--- src/rtl/skid_ready_cut.sv ---
module skid_ready_cut #(
  parameter int W = 8
) (
  input  logic         clk,
  input  logic         rst,
  input  logic [W-1:0] up_data,
  input  logic         up_valid,
  output logic         up_ready,
  output logic [W-1:0] dn_data,
  output logic         dn_valid,
  input  logic         dn_ready
);

  logic         held;
  logic [W-1:0] held_data;
  logic         catch_tok;

  assign catch_tok = up_valid & ~held & ~dn_ready;

  always_ff @(posedge clk) begin
    if (rst)            held <= 1'b0;
    else if (catch_tok) held <= 1'b1;
    else if (dn_ready)  held <= 1'b0;
  end

  always_ff @(posedge clk) begin
    if (catch_tok) held_data <= up_data;
  end

  assign up_ready = ~held;
  assign dn_valid = held | up_valid;
  assign dn_data  = held ? held_data : up_data;


  a_r1_reset_empty: assert property (@(posedge clk) rst |=> up_ready);

  a_r4_catch: assert property (@(posedge clk) disable iff (rst)
    (up_valid && up_ready && !dn_ready) |=>
      (dn_valid && !up_ready && dn_data == $past(up_data)));

  a_r5_hold_stable: assert property (@(posedge clk) disable iff (rst)
    (dn_valid && !dn_ready) |=> (dn_valid && $stable(dn_data)));

  a_r6_release: assert property (@(posedge clk) disable iff (rst)
    (!up_ready && dn_ready) |=> up_ready);

endmodule

--- config.mk ---
export PLATFORM = sky130hd
export DESIGN_NAME = skid_ready_cut
export DESIGN_NICKNAME = d
export VERILOG_FILES = /design/src/rtl/skid_ready_cut.sv
export SDC_FILE = /design/constraint.sdc
export NUM_CORES = 1
export LEC_CHECK = 0
export BUFFER_PORTS_ARGS = -buffer_cell sky130_fd_sc_hd__buf_2
export CORE_AREA = 2 2 39 41
export DETAILED_ROUTE_END_ITERATION = 7
export DIE_AREA = 0 0 41 43
export SLEW_MARGIN = 20
export SYNTH_ARGS = -nofsm -noshare
export SYNTH_HDL_FRONTEND = slang
export SYNTH_SLANG_ARGS = --single-unit
--- constraint.sdc ---
create_clock -name clk -period 2.23 [get_ports clk]
set_input_delay 0.1115 -clock clk [delete_from_list [all_inputs] [get_ports clk]]
set_output_delay 0.1115 -clock clk [all_outputs]
set_load 0.03 [all_outputs]
== Yosys cells after proc, flatten, opt, wreduce, memory -nomap -nowiden ==
Index checks and enable logic that the tools add are counted.

* Register bits: 9
* Bits of input ports: 12
* Output and inout port bits: 10
* Logic and storage cells: 11

* Multiplexer cells: 3
* Bitwise logic cells: 5
* Reductions and logical operators: 1

{| class="wikitable"
|+ Operators with widths
! kind !! number
|-
| $mux W8 || 1
|-
| $and A1 B1 Y1 || 2
|-
| $mux W1 || 2
|-
| $not A1 Y1 || 2
|-
| $reduce_bool A2 Y1 || 1
|-
| $or A1 B1 Y1 || 1
|}

== Logic depth before layout (Yosys ltp) ==
* Word-level depth: 4
* Mapped depth: 2
* Gate-level depth less buffers: 2

== Worst setup path before layout ==
No wires, ideal clock.

* Path kind: reg-to-reg
* From: register held
* To: register held_data[0], enable pin
* Setup time: 385 ps
* Data arrival time: 1,134 ps
* Data required time: 1,845 ps
* Slack: 711 ps
* Stages on the path, launching flop included: 3
* Buffers on the path: 1
* Clock period less this slack: 1,519 ps
* Cell sequence: dfxtp_1 -> buf_6 -> nor3b_1

* Word-level cells in the longest chain between the ends: 3

{| class="wikitable"
|+ Ends and longest elaborated chain
! item !! RTL line !! source
|-
| from (decl) || 14 || <nowiki>logic held;</nowiki>
|-
| from (signal assigned) || 21 || <nowiki>if (rst) held <= 1'b0;</nowiki>
|-
| from (signal assigned) || 22 || <nowiki>else if (catch_tok) held <= 1'b1;</nowiki>
|-
| from (signal assigned) || 23 || <nowiki>else if (dn_ready) held <= 1'b0;</nowiki>
|-
| $not A1 Y1 || 18 || <nowiki>assign catch_tok = up_valid & ~held & ~dn_ready;</nowiki>
|-
| $and A1 B1 Y1 (2 in series) || 18 ||
|-
| net catch_tok || 16 || <nowiki>logic catch_tok;</nowiki>
|-
| to (signal assigned) || 27 || <nowiki>if (catch_tok) held_data <= up_data;</nowiki>
|-
| to (decl) || 15 || <nowiki>logic [W-1:0] held_data;</nowiki>
|}

The timed path passes the listed nets, and every way through them passes these cells.
A chain may end at the register's enable or synchronous reset.

== Worst setup path in the final report ==
* From: register held
* To: output dn_data[0]

* Word-level cells in the longest chain between the ends: 1

{| class="wikitable"
|+ Ends and longest elaborated chain
! item !! RTL line !! source
|-
| $mux W8 || 32 || <nowiki>assign dn_data = held ? held_data : up_data;</nowiki>
|-
| to (decl) || 9 || <nowiki>output logic [W-1:0] dn_data,</nowiki>
|}

No other way between the ends.

==> results.yml <==
detailed_routing:
  routed_wl_um: 657
  viasPerCell: 4.37
  drc: 0
  drtIter0Drc: 5
  dr.pass1.iters: 2
  wl_per_cell_um: 10.4
  vias: 275
  postRouteAntennaNets: 0
synth:
  syn_nets: 34
  syn_area_um2: 417
  yosys.cell_types.count: 7
  synth-seq-cells: 9
  yosysSeqAreaShare_pct: 62.5
  synth_cells: 22
  yosysWarnings: 0
  syn_area_per_cell_um2: 18.9
worst_setup_path:
  crit_path_start: "held$_SDFFE_PP0P_"
  cp-start-kind: "flip-flop"
  crit_end: "dn_data[0]"
  r2r_cells: 2
  max_stage_delay_ps: 680
  rr_startpoint: "held$_SDFFE_PP0P_"
  path_max_fanout: 11
  r2r_end: "held_data[7]$_DFFE_PP_"
  crit_path_end_kind: "output pin"
  required_ps: 2120
  arrival_ps: 1450
  path_class: "flip-flop to output pin"
  crit_chain: "mux2_4 -> buf_2"
  slowest_stage: "dfxtp_1"
  reg2reg_slack_ps: 990
status:
  status: "finished clean"
global_routing:
  grt_use_met1_pct: 10.8
  grt_pass1_wl_mm: 1.01
  grt_util_met2_pct: 11.9
  grt_pass1_vias: 250
  grt_remaining_overflow: 0
  grtUsageMet3_pct: 3.14
  top_usage_layer: "met2"
  antenna_found_initial: 0
  grt_max_degree: 12
  grtUsageTotal_pct: 8.98
finish:
  syn_to_final_growth_pct: 35.4
  diodes: 0
  fin_nets: 60
  fin_util_pct: 40.8
  layout_commonest_cell: "buf_2"
  final_area_um2: 564
  drive_gt1_share_pct: 70.2
  layout_common_cells: "buf_2 (21), mux2_4 (8), edfxtp_1 (8), clkbuf_4 (3), nor3b_1 (2)"
  nFillCells: 143
floorplan:
  die_h_um: 43
  die_x_um: 41
  ios: 22
  dieArea_um2: 1760
  rows: 14
  initial_core_util_pct: 30.1
  coreArea_um2: 1380
power:
  max-vdd-ir-drop_v: 0.000282
  power.leakage_uw: 0.000249
  p_per_area_nw_per_um2: 701
sta:
  tightest_slew_ps: 566
  period_needed_ps: 1560
  min_period_over_period_pct: 70.2
  maxSlewHeadroom_pct: 62.2
  hold_ws_ps: 9.17
  setup-tns-final_ps: 0
  timing.fmax_mhz: 639
  hold_violations: 0
  fin_worst_skew_ps: 0.605
  slew_viol_final: 0
  rsz0062_at_grt: "false"
  setup_viol: 0
clocking:
  clk-insertion-delay-late_ps: 260
  cts_buffers: 3
  cts_max_path_buffers: 2
  cts_setup_buffers: 0
  cts_hold_repair.buffers: 0
  root_buffer: "clkbuf_4"
  cts.sinks: 9
  path_clk_slew_ps: 60
  h-tree-depth: 1
  cts_tree: "yes"
  postCtsResizedCells: 0
place:
  portBuffers: 21
  hpwl_um: 503
  placed_cell_area_um2: 538
  gp_congestion: 0.599
run:
  maxCapViolCount: 0
hold_path:
  hp-class: "input pin to flip-flop"
how the worst min path moves through the flow:
stage | from | endpoint | slack (ps) | depth (start not counted)
final | rst | held$_SDFFE_PP0P_ | 9 | 2
after global routing | rst | held$_SDFFE_PP0P_ | 10 | 2
after CTS | rst | held$_SDFFE_PP0P_ | 1 | 2
after detailed placement | rst | held$_SDFFE_PP0P_ | 280 | 2
after global placement | rst | held$_SDFFE_PP0P_ | 270 | 2
after floorplan | dn_ready | held$_SDFFE_PP0P_ | 190 | 1
sequential cells by signal, summed over array words and instances, names as in the netlist:
register / count
held: 1
held_data: 8
worst max-delay path: cells and delay by family, from the launching register on:
family	cells	cell delay, ps
flip-flops	1	680
multiplexers	1	340
buffers and inverters	1	170
layer usage:
metal	part of all wire [%]	up-vias
met3	12	0
li1	-	132
met2	49	15
met5	0	-
met1	39	128
met4	0	0
cell families (layout without fill, tap and decap cells):
kind of cell / Yosys count / after routing / share of synthesized area, %
AND/OR/NAND/NOR: 3 / 3 / 5.11
buffers and inverters: 2 / 27 / 3.60
flip-flops: 9 / 9 / 62.5
multiplexers: 8 / 8 / 28.8
report_power, final:
part / leakage, uW / internal (uW) / switching, uW
clock network: 0.0000150 / 68.8 / 54.7
logic: 0.000151 / 34.0 / 40.6
registers: 0.0000829 / 192 / 5.41
stage by stage:
step	cells	setup WS [ps]	total power, uW
CTS	63	630	402
floorplan	22	711	252
detailed placement	59	928	277
finish	63	665	395
global placement	59	935	276
global route	63	586	415
cell usage after synthesis:
cell      count  area share (%)
edfxtp_1      8              58
mux2_4        8              29
nor3b_1       2             3.6
buf_6         1             2.7
dfxtp_1       1             4.8
inv_1         1            0.90
or2_1         1             1.5
layout make-up:
cell class	count	area, um^2	area share (%)
Tap cell	16	20.0	3.55
Timing Repair Buffer	22	113	20.0
Sequential cell	9	260	46.1
Clock buffer	4	26.3	4.66
Multi-Input combinational cell	11	141	25.1
Inverter	1	3.75	0.665
Power figures use the tool's default switching activity.
